`src/rtl/sil_pkg.sv`:
```
package sil_pkg;

    typedef enum logic [2:0] {
        OP_NONE       = 3'd0,
        OP_SPAWN      = 3'd1,
        OP_ISSUE      = 3'd2,
        OP_BLK_DATA   = 3'd3,
        OP_BLK_STRUCT = 3'd4,
        OP_WAKE       = 3'd5,
        OP_SPILL      = 3'd6,
        OP_FREE       = 3'd7
    } sil_op_e;

    typedef enum logic [1:0] {
        P_CACHE  = 2'd0,
        P_READY  = 2'd1,
        P_ACTIVE = 2'd2,
        P_STALL  = 2'd3
    } sil_pool_e;

    typedef enum logic {
        S_IDLE = 1'b0,
        S_HOLD = 1'b1
    } sil_fsm_e;

endpackage

```
`src/rtl/sil_first_set.sv`:
```
module sil_first_set #(
    parameter int N  = 8,
    parameter int IW = 3
) (
    input  logic [N-1:0]  vec,
    output logic          any,
    output logic [IW-1:0] idx
);
    // lowest set index wins
    always_comb begin
        any = |vec;
        idx = '0;
        for (int i = N - 1; i >= 0; i--) begin
            if (vec[i]) idx = IW'(i);
        end
    end
endmodule

```
`src/rtl/sil_tag_match.sv`:
```
module sil_tag_match #(
    parameter int N  = 8,
    parameter int IW = 3,
    parameter int TW = 12
) (
    input  logic [N-1:0]  valid_mask,
    input  logic [N-1:0]  sched_mask,
    input  logic [TW-1:0] tags [N],
    input  logic [TW-1:0] key,
    output logic          hit,
    output logic [IW-1:0] hit_idx
);
    logic [N-1:0] match;

    // the sched mode bit gates each comparator output
    for (genvar g = 0; g < N; g++) begin : g_cmp
        assign match[g] = valid_mask[g] & ~sched_mask[g] & (tags[g] == key);
    end

    sil_first_set #(.N(N), .IW(IW)) u_pick (
        .vec (match),
        .any (hit),
        .idx (hit_idx)
    );
endmodule

```
`src/rtl/sil_wake_match.sv`:
```
module sil_wake_match #(
    parameter int N  = 8,
    parameter int IW = 3,
    parameter int CW = 6,
    parameter int QW = 4
) (
    input  logic [N-1:0]  stall_mask,
    input  logic [CW-1:0] ctxs [N],
    input  logic [QW-1:0] blks [N],
    input  logic [CW-1:0] key_ctx,
    input  logic [QW-1:0] key_qid,
    output logic          found,
    output logic [IW-1:0] found_idx
);
    logic [N-1:0] match;

    for (genvar g = 0; g < N; g++) begin : g_cmp
        assign match[g] = stall_mask[g] & (ctxs[g] == key_ctx) & (blks[g] == key_qid);
    end

    sil_first_set #(.N(N), .IW(IW)) u_pick (
        .vec (match),
        .any (found),
        .idx (found_idx)
    );
endmodule

```
`src/rtl/sched_icache_array.sv`:
```
module sched_icache_array
    import sil_pkg::*;
#(
    parameter int ENTRIES = 8,
    parameter int LINE_W  = 32,
    parameter int TAG_W   = 12,
    parameter int CTX_W   = 6,
    parameter int QID_W   = 4,
    parameter int FIN_W   = 3,
    localparam int IDX_W  = (ENTRIES > 1) ? $clog2(ENTRIES) : 1
) (
    input  logic              clk,
    input  logic              rst_n,
    input  logic              lk_req,
    input  logic [TAG_W-1:0]  lk_tag,
    output logic              lk_hit,
    output logic [IDX_W-1:0]  lk_idx,
    output logic [LINE_W-1:0] lk_line,
    input  logic              fill_en,
    input  logic [IDX_W-1:0]  fill_idx,
    input  logic [TAG_W-1:0]  fill_tag,
    input  logic [LINE_W-1:0] fill_line,
    input  logic              op_valid,
    input  logic [2:0]        op_code,
    input  logic [IDX_W-1:0]  op_idx,
    input  logic [CTX_W-1:0]  op_ctx,
    input  logic [QID_W-1:0]  op_qid,
    input  logic [FIN_W-1:0]  op_finger,
    input  logic [LINE_W-1:0] op_line,
    output logic              op_ready,
    output logic              rsp_valid,
    output logic              rsp_ok,
    output logic              rsp_trap,
    output logic [IDX_W-1:0]  rsp_idx,
    output logic [CTX_W-1:0]  rsp_ctx,
    output logic [FIN_W-1:0]  rsp_finger,
    output logic [LINE_W-1:0] rsp_line
);

    // ---------------- storage ----------------
    logic [ENTRIES-1:0] valid_q;
    logic [ENTRIES-1:0] nxt_v_q;
    logic [ENTRIES-1:0] trp_q;
    sil_pool_e          pool_q [ENTRIES];
    logic [TAG_W-1:0]   tag_q  [ENTRIES];
    logic [LINE_W-1:0]  line_q [ENTRIES];
    logic [CTX_W-1:0]   ctx_q  [ENTRIES];
    logic [FIN_W-1:0]   fin_q  [ENTRIES];
    logic [QID_W-1:0]   blk_q  [ENTRIES];
    logic [IDX_W-1:0]   nxt_q  [ENTRIES];

    logic [IDX_W-1:0]   head_q, tail_q;
    logic               head_v_q, head_trap_q;

    sil_fsm_e           state_q, state_d;

    sil_op_e            pend_op;
    logic [IDX_W-1:0]   pend_idx;
    logic [CTX_W-1:0]   pend_ctx;
    logic [QID_W-1:0]   pend_qid;
    logic [FIN_W-1:0]   pend_fin;
    logic [LINE_W-1:0]  pend_line;

    // ---------------- per-entry masks ----------------
    logic [ENTRIES-1:0] sched_mask, stall_mask, ready_mask;

    for (genvar g = 0; g < ENTRIES; g++) begin : g_mask
        assign sched_mask[g] = (pool_q[g] != P_CACHE);
        assign stall_mask[g] = (pool_q[g] == P_STALL);
        assign ready_mask[g] = (pool_q[g] == P_READY);
    end

    // ---------------- match units ----------------
    logic             tm_hit;
    logic [IDX_W-1:0] tm_idx;
    logic             wk_found;
    logic [IDX_W-1:0] wk_idx;

    sil_op_e           cur_op;
    logic [IDX_W-1:0]  cur_idx;
    logic [CTX_W-1:0]  cur_ctx;
    logic [QID_W-1:0]  cur_qid;
    logic [FIN_W-1:0]  cur_fin;
    logic [LINE_W-1:0] cur_line;

    sil_tag_match #(.N(ENTRIES), .IW(IDX_W), .TW(TAG_W)) u_tag (
        .valid_mask (valid_q),
        .sched_mask (sched_mask),
        .tags       (tag_q),
        .key        (lk_tag),
        .hit        (tm_hit),
        .hit_idx    (tm_idx)
    );

    sil_wake_match #(.N(ENTRIES), .IW(IDX_W), .CW(CTX_W), .QW(QID_W)) u_wake (
        .stall_mask (stall_mask),
        .ctxs       (ctx_q),
        .blks       (blk_q),
        .key_ctx    (cur_ctx),
        .key_qid    (cur_qid),
        .found      (wk_found),
        .found_idx  (wk_idx)
    );

    // ---------------- command decode ----------------
    logic             cache_busy;
    logic             exec;
    logic             ok, trap, pop, app;
    logic [IDX_W-1:0] app_idx, tgt;

    assign cache_busy = lk_req | fill_en;
    assign op_ready   = (state_q == S_IDLE);

    always_comb begin
        if (state_q == S_HOLD) begin
            cur_op   = pend_op;
            cur_idx  = pend_idx;
            cur_ctx  = pend_ctx;
            cur_qid  = pend_qid;
            cur_fin  = pend_fin;
            cur_line = pend_line;
            exec     = !cache_busy;
        end else begin
            cur_op   = sil_op_e'(op_code);
            cur_idx  = op_idx;
            cur_ctx  = op_ctx;
            cur_qid  = op_qid;
            cur_fin  = op_finger;
            cur_line = op_line;
            exec     = op_valid && !cache_busy;
        end
    end

    always_comb begin
        ok      = 1'b0;
        trap    = 1'b0;
        pop     = 1'b0;
        app     = 1'b0;
        app_idx = cur_idx;
        tgt     = cur_idx;
        unique case (cur_op)
            OP_NONE: ok = 1'b0;
            OP_SPAWN: begin
                ok  = (pool_q[cur_idx] == P_CACHE);
                app = 1'b1;
            end
            OP_ISSUE: begin
                ok   = head_trap_q | head_v_q;
                trap = head_trap_q;
                pop  = !head_trap_q && head_v_q;
                tgt  = head_q;
            end
            OP_BLK_DATA: ok = (pool_q[cur_idx] == P_ACTIVE);
            OP_BLK_STRUCT: begin
                ok  = (pool_q[cur_idx] == P_ACTIVE);
                app = 1'b1;
            end
            OP_WAKE: begin
                ok      = wk_found;
                app     = 1'b1;
                app_idx = wk_idx;
                tgt     = wk_idx;
            end
            OP_SPILL: ok = (pool_q[cur_idx] != P_CACHE);
            OP_FREE:  ok = (pool_q[cur_idx] == P_ACTIVE);
        endcase
    end

    // ---------------- state register ----------------
    always_comb begin
        state_d = state_q;
        unique case (state_q)
            S_IDLE: if (op_valid && cache_busy) state_d = S_HOLD;
            S_HOLD: if (!cache_busy)            state_d = S_IDLE;
        endcase
    end

    always_ff @(posedge clk) begin
        if (!rst_n) state_q <= S_IDLE;
        else        state_q <= state_d;
    end

    // ---------------- control state ----------------
    always_ff @(posedge clk) begin
        if (!rst_n) begin
            valid_q     <= '0;
            nxt_v_q     <= '0;
            trp_q       <= '0;
            head_q      <= '0;
            tail_q      <= '0;
            head_v_q    <= 1'b0;
            head_trap_q <= 1'b0;
            for (int i = 0; i < ENTRIES; i++) pool_q[i] <= P_CACHE;
        end else begin
            if (fill_en && pool_q[fill_idx] == P_CACHE) valid_q[fill_idx] <= 1'b1;
            if (exec && ok) begin
                if (pop) begin
                    head_q         <= nxt_q[head_q];
                    head_v_q       <= nxt_v_q[head_q];
                    head_trap_q    <= trp_q[head_q];
                    pool_q[head_q] <= P_ACTIVE;
                end
                if (trap) head_trap_q <= 1'b0;
                if (app) begin
                    if (!head_v_q) begin
                        head_q   <= app_idx;
                        head_v_q <= 1'b1;
                    end else begin
                        nxt_v_q[tail_q] <= 1'b1;
                    end
                    tail_q          <= app_idx;
                    nxt_v_q[app_idx] <= 1'b0;
                    trp_q[app_idx]   <= 1'b0;
                    pool_q[app_idx]  <= P_READY;
                end
                unique case (cur_op)
                    OP_SPAWN:    valid_q[cur_idx] <= 1'b0;
                    OP_BLK_DATA: pool_q[cur_idx]  <= P_STALL;
                    OP_SPILL:    trp_q[cur_idx]   <= 1'b1;
                    OP_FREE: begin
                        pool_q[cur_idx]  <= P_CACHE;
                        valid_q[cur_idx] <= 1'b0;
                    end
                    OP_NONE, OP_ISSUE, OP_BLK_STRUCT, OP_WAKE: ;
                endcase
            end
        end
    end

    // ---------------- entry payload and pending command ----------------
    always_ff @(posedge clk) begin
        if (fill_en && pool_q[fill_idx] == P_CACHE) begin
            tag_q[fill_idx]  <= fill_tag;
            line_q[fill_idx] <= fill_line;
        end
        if (state_q == S_IDLE && op_valid) begin
            pend_op   <= sil_op_e'(op_code);
            pend_idx  <= op_idx;
            pend_ctx  <= op_ctx;
            pend_qid  <= op_qid;
            pend_fin  <= op_finger;
            pend_line <= op_line;
        end
        if (exec && ok) begin
            if (app && head_v_q) nxt_q[tail_q] <= app_idx;
            unique case (cur_op)
                OP_SPAWN: begin
                    line_q[cur_idx] <= cur_line;
                    ctx_q[cur_idx]  <= cur_ctx;
                    fin_q[cur_idx]  <= cur_fin;
                end
                OP_BLK_DATA: begin
                    blk_q[cur_idx] <= cur_qid;
                    fin_q[cur_idx] <= cur_fin;
                end
                OP_BLK_STRUCT: fin_q[cur_idx] <= cur_fin;
                OP_NONE, OP_ISSUE, OP_WAKE, OP_SPILL, OP_FREE: ;
            endcase
        end
    end

    // ---------------- outputs ----------------
    always_ff @(posedge clk) begin
        if (!rst_n) begin
            lk_hit     <= 1'b0;
            lk_idx     <= '0;
            lk_line    <= '0;
            rsp_valid  <= 1'b0;
            rsp_ok     <= 1'b0;
            rsp_trap   <= 1'b0;
            rsp_idx    <= '0;
            rsp_ctx    <= '0;
            rsp_finger <= '0;
            rsp_line   <= '0;
        end else begin
            lk_hit     <= lk_req && tm_hit;
            lk_idx     <= tm_idx;
            lk_line    <= tm_hit ? line_q[tm_idx] : '0;
            rsp_valid  <= exec;
            rsp_ok     <= exec && ok;
            rsp_trap   <= exec && ok && trap;
            rsp_idx    <= tgt;
            rsp_ctx    <= (exec && ok && pop) ? ctx_q[head_q]  : '0;
            rsp_finger <= (exec && ok && pop) ? fin_q[head_q]  : '0;
            rsp_line   <= (exec && ok && pop) ? line_q[head_q] : '0;
        end
    end

    // ---------------- assertions ----------------

    cache_first_chk: assert property (@(posedge clk) disable iff (!rst_n)
        (state_q == S_IDLE && op_valid && cache_busy) |=> !rsp_valid);


    hold_drain_chk: assert property (@(posedge clk) disable iff (!rst_n)
        (state_q == S_HOLD && !cache_busy) |=> rsp_valid);


    head_pool_chk: assert property (@(posedge clk) disable iff (!rst_n)
        head_v_q |-> (pool_q[head_q] == P_READY));


    empty_list_chk: assert property (@(posedge clk) disable iff (!rst_n)
        !head_v_q |-> ($countones(ready_mask) == 0));


    hit_role_chk: assert property (@(posedge clk) disable iff (!rst_n)
        lk_hit |-> (pool_q[lk_idx] == P_CACHE));


    trap_ok_chk: assert property (@(posedge clk) disable iff (!rst_n)
        rsp_trap |-> (rsp_ok && rsp_valid));

endmodule

```
`config.mk`:
```
export PLATFORM = sky130hd
export DESIGN_NAME = sched_icache_array
export DESIGN_NICKNAME = d
export VERILOG_FILES = /design/src/rtl/sil_pkg.sv /design/src/rtl/sil_first_set.sv /design/src/rtl/sil_tag_match.sv /design/src/rtl/sil_wake_match.sv /design/src/rtl/sched_icache_array.sv
export SDC_FILE = /design/constraint.sdc
export NUM_CORES = 1
export LEC_CHECK = 0
export BUFFER_PORTS_ARGS = -buffer_cell sky130_fd_sc_hd__clkbuf_2
export CAP_MARGIN = 40
export CELL_PAD_IN_SITES_DETAIL_PLACEMENT = 0
export CELL_PAD_IN_SITES_GLOBAL_PLACEMENT = 1
export CORE_MARGIN = 2
export CORE_UTILIZATION = 35
export CTS_CLUSTER_DIAMETER = 50
export DETAILED_ROUTE_END_ITERATION = 7
export PLACE_DENSITY = 0.71
export SYNTH_ARGS = -nofsm -noshare
export SYNTH_HDL_FRONTEND = slang
export SYNTH_HIERARCHICAL = 1
export SYNTH_SLANG_ARGS = --single-unit
```
`constraint.sdc`:
```
create_clock -name clk -period 5.5 [get_ports clk]
set_input_delay 0.825 -clock clk [delete_from_list [all_inputs] [get_ports clk]]
set_output_delay 0.825 -clock clk [all_outputs]
set_load 0.005 [all_outputs]
```
## Word level (Yosys, flattened, before mapping)

Memories as Yosys holds them, arrays and structs flattened. A register that Yosys moved wholly into a read port is not among the register bits.
Index checks and enable logic that the tools add are counted.

- Register bits after elaboration: 276
- Word-level logic and storage cells: 331
- RAM bits: 320
- Memories: 4
- Output and inout bits: 84
- Input bits: 115

Memories:

| memory | depth | width | read ports | clocked after memory_dff | wr ports | line | source |
|---|---|---|---|---|---|---|---|
| line_q | 8 | 32 | 2 | 2 | 1 | sched_icache_array.sv:46 | `logic [LINE_W-1:0] line_q [ENTRIES];` |
| fin_q | 8 | 3 | 1 | 1 | 1 | sched_icache_array.sv:48 | `logic [FIN_W-1:0] fin_q [ENTRIES];` |
| nxt_q | 8 | 3 | 1 | 1 | 1 | sched_icache_array.sv:50 | `logic [IDX_W-1:0] nxt_q [ENTRIES];` |
| pool_q | 8 | 2 | 10 | 0 | 8 | sched_icache_array.sv:44 | `sil_pool_e pool_q [ENTRIES];` |

- $lt $le $gt $ge: 14
- Bitwise gates (word level): 57
- Multiplexer cells: 122
- Equality and inequality tests: 40
- Reductions and logical operators: 49

Operators by type and width:

| operator | number |
|---|---|
| bitwise mux 96 bit | 1 |
| == test 12 bit | 8 |
| two-way mux 8 bit | 12 |
| two-way mux 3 bit | 31 |
| two-way mux 32 bit | 2 |
| two-way mux 1 bit | 50 |
| bitwise mux 48 bit | 1 |
| == test 6 bit | 8 |
| demux 12 bit (select 3 bit) | 1 |
| bitwise AND 1 bit | 32 |
| bitwise mux 32 bit | 1 |
| == test 4 bit | 8 |
| OR reduction 32 bit | 1 |
| bitwise AND 8 bit | 3 |
| two-way mux 6 bit | 4 |
| bitwise OR 8 bit | 3 |
| less-than comparator 3 x 4 -> 1 bit, second input constant | 5 |
| nonzero test 2 bit | 10 |
| binary-select mux 6 bit (select 3 bit) | 1 |
| demux 6 bit (select 3 bit) | 1 |
| == test 2 bit, second input constant | 9 |
| logical AND 1 bit | 16 |
| inverter 8 bit | 2 |
| OR reduction 8 bit | 2 |
| other kinds (24) | 70 |

## Logic depth before layout (Yosys ltp)

- Depth in word-level cells: 24
- Gate-level depth with buffers: 19
- Mapped depth without buffers: 14

## Modules after synthesis

Netlist, hierarchy kept.

By module, submodules not included:

| module | cells each | instances | seq. area each (µm²) | area an instance (µm²) |
|---|---|---|---|---|
| sched_icache_array | 1558 | 1 | 18808.0 | 26491.7 |
| sil_tag_match | 148 | 1 | 0.0 | 1283.7 |
| sil_wake_match | 122 | 1 | 0.0 | 1033.5 |
| sil_first_set | 13 | 2 | 0.0 | 81.3 |

## Worst setup path before layout

Ideal clock, no wire load.

- Path type: reg2reg
- Start point: reg state_q
- End point: mem line_q[2][0] (enable)
- Required time: 5.067 ns
- Setup slack: 0.121 ns
- Data arrival time: 4.946 ns
- Path buffers: 5
- Cell stages (with the launch flop): 19
- Period minus slack after synthesis: 5.379 ns
- Setup time: 0.433 ns
- Cells stage by stage: dfxtp_1 buf_6 buf_4 clkbuf_1 mux2_2 buf_6 xnor2_1 nand3_1 nor3_2 nor4_2 nand3_1 nor2_1 o32ai_1 or3_4 o221ai_1 nor3_1 buf_2 nand2_1 o22ai_1

- Elaborated cells between the ends (all ways): 59
- Classes of those cells: eq/ne (24); mux (11); bitwise (16); reduce/logical (7); memory (1)

RTL lines:

| what | line | source |
|---|---|---|
| start: declaration | sched_icache_array.sv:55 | `sil_fsm_e state_q, state_d;` |
| start signal: assignment | sched_icache_array.sv:180 | `else state_q <= state_d;` |
| two-way mux 4 bit (*) | sched_icache_array.sv:115 | `if (state_q == S_HOLD) begin` |
| via cur_qid[2] | sched_icache_array.sv:82 | `logic [QID_W-1:0] cur_qid;` |
| == test 4 bit (*) | sil_wake_match.sv:18 | `assign match[g] = stall_mask[g] & (ctxs[g] == key_ctx) & (blks[g] == key_qid);` |
| bitwise AND 1 bit (*) | sil_wake_match.sv:18 |  |
| via u_wake.match[4] | sil_wake_match.sv:15 | `logic [N-1:0] match;` |
| OR reduction 8 bit (*) | sil_first_set.sv:11 | `any = \|vec;` |
| via wk_found | sched_icache_array.sv:76 | `logic wk_found;` |
| case mux 1 bit (6 select lines) (*) | sched_icache_array.sv:141 | `unique case (cur_op)` |
| logical AND 1 bit (*) | sched_icache_array.sv:244 | `if (exec && ok) begin` |
| two-way mux 1 bit (*) | sched_icache_array.sv:244 |  |
| two-way mux 1 bit (not written as such) (*) | sched_icache_array.sv:248 | `line_q[cur_idx] <= cur_line;` |
| OR reduction 32 bit (no line) | - |  |
| two-way mux 3 bit (no line) or two-way mux 1 bit (tied branches) | - |  |
| end: declaration | sched_icache_array.sv:46 |  |

Mark *: on every way through the listed nets, which the timed path passes. The rest lies on a longest branch.

## Final worst setup path

- Start point: reg state_q
- End point: reg ctx_q[32] (netlist bit) (enable)

- Word-level cells in the longest chain between the ends: 8
- Elaborated cells between the ends (all ways): 54
- Classes of those cells: eq/ne (24); mux (6); bitwise (16); reduce/logical (7); memory (1)

Ends and longest elaborated chain:

| what | line | source |
|---|---|---|
| two-way mux 6 bit | sched_icache_array.sv:115 |  |
| via cur_ctx[1] | sched_icache_array.sv:81 | `logic [CTX_W-1:0] cur_ctx;` |
| == test 6 bit | sil_wake_match.sv:18 |  |
| bitwise AND 1 bit (2 in a row) | sil_wake_match.sv:18 |  |
| via u_wake.match[4] | sil_wake_match.sv:15 |  |
| OR reduction 8 bit | sil_first_set.sv:11 |  |
| via wk_found | sched_icache_array.sv:76 |  |
| case mux 1 bit (6 select lines) | sched_icache_array.sv:141 |  |
| logical AND 1 bit | sched_icache_array.sv:244 |  |
| AND reduction 2 bit (no line) | - |  |
| end signal: indexed assignment | sched_icache_array.sv:249 | `ctx_q[cur_idx] <= cur_ctx;` |
| end: declaration | sched_icache_array.sv:47 | `logic [CTX_W-1:0] ctx_q [ENTRIES];` |

The timed path passes the listed nets, and every way through them passes these cells.
A chain may end at the register's enable or synchronous reset.

==> flow_metrics.env <==
export IMPL_status="complete, no violations"
export IMPL_report_final_slew_viol_count=0
export IMPL_hold_path_class="primary input to register"
export IMPL_clock_fmax_mhz=213
export IMPL_grtUsageTotal_pct=18.5
export IMPL_cp_top_family="simple AND/OR/NAND/NOR gates"
export IMPL_hold_path_end="pend_line[19]"
export IMPL_yosysMostFrequentCell="edfxtp_1"
export IMPL_cp_cell_sequence="mux2_2 > xnor2_1 > nand4_1 > nor3_2 > nor4_2 > nand3_1 > nor2_1 > o32ai_1 > or3_4 > o221ai_1 > nor2_1 > nand3_1 > nor2_1"
export IMPL_worstPathRequired_ns=5.74
export IMPL_num_antenna_cells=0
export IMPL_worst_endpoint_arrival_ns=4.94
export IMPL_rows=105
export IMPL_placed_cells=3046
export IMPL_die_h_um=292
export IMPL_syn_cell_area_sq_um=29000
export IMPL_wirelength_um=79600
export IMPL_num_nets_final=2175
export IMPL_cts_sinks=666
export IMPL_critPathKind="register to register"
export IMPL_drv_cap=0
export IMPL_cts_root_buf="clkbuf_16"
export IMPL_synthArstFlopShare_pct=0
export IMPL_synthMuxAreaShare_pct=15.8
export IMPL_finalHoldViolations=0
export IMPL_die_width_um=292
export IMPL_syn_num_nets=1969
export IMPL_skew_ns=0.0564
export IMPL_num_vias=17200
export IMPL_postCtsSetupRepairBufs=0
export IMPL_holdCritStartpoint="op_line[19]"
export IMPL_power_density_nw_per_um2=343
export IMPL_final_area_sq_um=34000
export IMPL_cts_path_max_buffers=3
export IMPL_ff2ff_path_depth=13
export IMPL_crit_slowest_cell="nor2_1"
export IMPL_clock_latency_ns=0.66
export IMPL_core_sq_um=82000
export IMPL_crit_path_start_kind="register"
export IMPL_r2r_slack_ns=0.80
export IMPL_drc=0
export IMPL_synthAdderAreaFrac_pct=0
export IMPL_setup_viol=0
export IMPL_peakVddDrop_mv=0.224
export IMPL_synth_xor_area_share_pct=5.38
export IMPL_cts_resized=0
export IMPL_setup_tns_ns=0
export IMPL_path_depth=13
export IMPL_grt_pass1_vias=17900
export IMPL_antenna_found_initial=6
export IMPL_r2r_start="state_q"
export IMPL_synth_top_family_by_area="multiplexers"
export IMPL_critPathMaxFanout=16
export IMPL_yosysTopAreaCellShare_pct=56.7
export IMPL_fillers=7439
export IMPL_syn2layout_area_growth_pct=17.5
export IMPL_instances_no_fill=3200
export IMPL_htree_levels=3
export IMPL_rsz0062_at_grt="false"
export IMPL_crit_top_cell="nor2_1"
export IMPL_gp_congestion=0.870
export IMPL_synth_area_leaders="edfxtp_1 (57%), mux4_2 (12%), dfxtp_1 (8.2%)"
export IMPL_synthCells=1854
export IMPL_yosys_cell_types_count=67
export IMPL_cts_tree="yes"
export IMPL_drtIter0Drc=1391
export IMPL_ys_ff_latch=666
export IMPL_reg2reg_to="ctx_q[32]"
export IMPL_critPathMaxStageDelay_ns=0.63
export IMPL_clkSlewWorstSetupHoldPaths_ns=0.06
export IMPL_drive_above_1_share_pct=28.3
export IMPL_yosys_top_cells_count="edfxtp_1 (547), xnor2_1 (175), mux4_2 (157)"
export IMPL_overflow=0
export IMPL_synth_top_area_cell="edfxtp_1"
export IMPL_p_leak_nw=11.0
export IMPL_grt_pass1_wl_um=117000
export IMPL_dieArea_sq_um=85100
export IMPL_hold_buffers=0
export IMPL_place_area_sq_um=31200
export IMPL_synthFlopType="edfxtp_1"
export IMPL_crit_path_end_kind="register"
export IMPL_fin_crit_ns=4.70
export IMPL_numCtsBuffers=82
export IMPL_final_antenna_net_count=0
export IMPL_synth_simple_area_share_pct=7.30
export IMPL_io_pins=199
export IMPL_ys_seq_area_share_pct=64.9
export IMPL_grt_max_degree=66
export IMPL_viasPerCell=5.38
export IMPL_slew_headroom_pct=38.6
export IMPL_synth_edf_count=547
export IMPL_firstDrtPassIters=5
export IMPL_whs_path_depth=1
export IMPL_yosysWarnings=6
export IMPL_path_buf_inv=0
export IMPL_start_util_pct=35.3
export IMPL_syn_avg_cell_area_sq_um=15.6
export IMPL_port_buffers=198
export IMPL_fin_crit_sh_pct=85.4
export IMPL_dpl_hpwl_um=50500
export IMPL_worst_pin_slew_ns=0.917
export IMPL_wl_per_cell_um=24.9
export IMPL_synth_compound_area_share_pct=4.16
-- how the worst max path moves through the flow --
stage,from,to,slack (ns)
after CTS,state_q,ctx_q[32],0.87
after global routing,state_q,ctx_q[34],0.53
after global placement,op_ctx[1],ctx_q[45],0.73
after floorplan,state_q,line_q[2][0],0.12
after detailed placement,op_ctx[3],ctx_q[37],0.59
final,state_q,ctx_q[32],0.80
-- through the flow --
step                setup slack (ns)  util [%]  hold WS, ns  total power [mW]
global route                   0.532      41.5        0.333              12.1
floorplan                      0.121         -        0.426              6.12
global placement               0.728      38.0        0.439              6.32
finish                         0.802      41.5        0.362              11.7
CTS                            0.874      41.5        0.327              11.8
detailed placement             0.586      38.1        0.447              6.34
-- per-layer routing --
metal | vias up | track usage [%] | part of all wire [%]
met5 | - | 0 | 0.093
met4 | 12 | 6.53 | 3.0
met3 | 142 | 4.25 | 7.2
met2 | 640 | 29.5 | 47
met1 | 8877 | 25.0 | 43
li1 | 7555 | - | -
-- worst reg2reg max path, stage by stage (launching register included) --
cell	delay, ns
dfxtp_4	0.50
mux2_2	0.58
xnor2_1	0.25
nand4_1	0.16
nor3_2	0.30
nor4_2	0.10
nand3_1	0.17
nor2_1	0.07
o32ai_1	0.16
or3_4	0.19
o221ai_1	0.26
nor2_1	0.55
nand3_1	0.41
nor2_1	0.63
-- cell families (layout without fill, tap and decap cells) --
family	Yosys count	in the layout
compound gates	189	189
xor+xnor	177	177
buf+inv	134	410
flops	666	666
mux	258	258
simple gates	430	430
-- where the power goes --
part / total, mW / internal [mW] / switching, mW
registers: 5.59 / 5.55 / 0.0411
logic: 0.650 / 0.238 / 0.412
clock network: 5.45 / 3.21 / 2.24
-- cells in the final DEF (no fill, tap or decap), drive strengths merged, types with 10 or more instances in the layout --
| cell | n |
|---|---|
| mux2i | 85 |
| o22ai | 14 |
| buf | 38 |
| a21oi | 92 |
| clkbuf | 292 |
| or2 | 11 |
| clkinv | 35 |
| mux4 | 157 |
| mux2 | 16 |
| dfxtp | 119 |
| edfxtp | 547 |
| xnor2 | 176 |
| and2 | 13 |
| o221a | 10 |
| nand3 | 29 |
| o21ai | 18 |
| nand4 | 33 |
| nand2 | 129 |
| inv | 27 |
| nor3 | 34 |
| nor4 | 14 |
| nor2 | 124 |
-- sequential cells by signal, summed over array words and instances (netlist names), 4 cells and up, named ones only --
register	cells
rsp_ctx	6
rsp_line	32
trp_q	8
pool_q	16
nxt_q	24
blk_q	32
pend_ctx	6
lk_line	32
nxt_v_q	8
fin_q	24
line_q	256
pend_qid	4
valid_q	8
pend_line	32
tag_q	96
ctx_q	48
-- final cells by class --
type / instances / area, sq um / share of cell area, %
inverters: 19 / 71.3 / 0.210
multi-input cells: 1054 / 9570 / 28.1
clock inverters: 60 / 692 / 2.03
repair buffers: 237 / 1430 / 4.21
flip-flops and latches: 666 / 18800 / 55.3
clock buffers: 94 / 2120 / 6.22
well taps: 1070 / 1340 / 3.93
No activity file was read; power rests on OpenSTA's default activity.
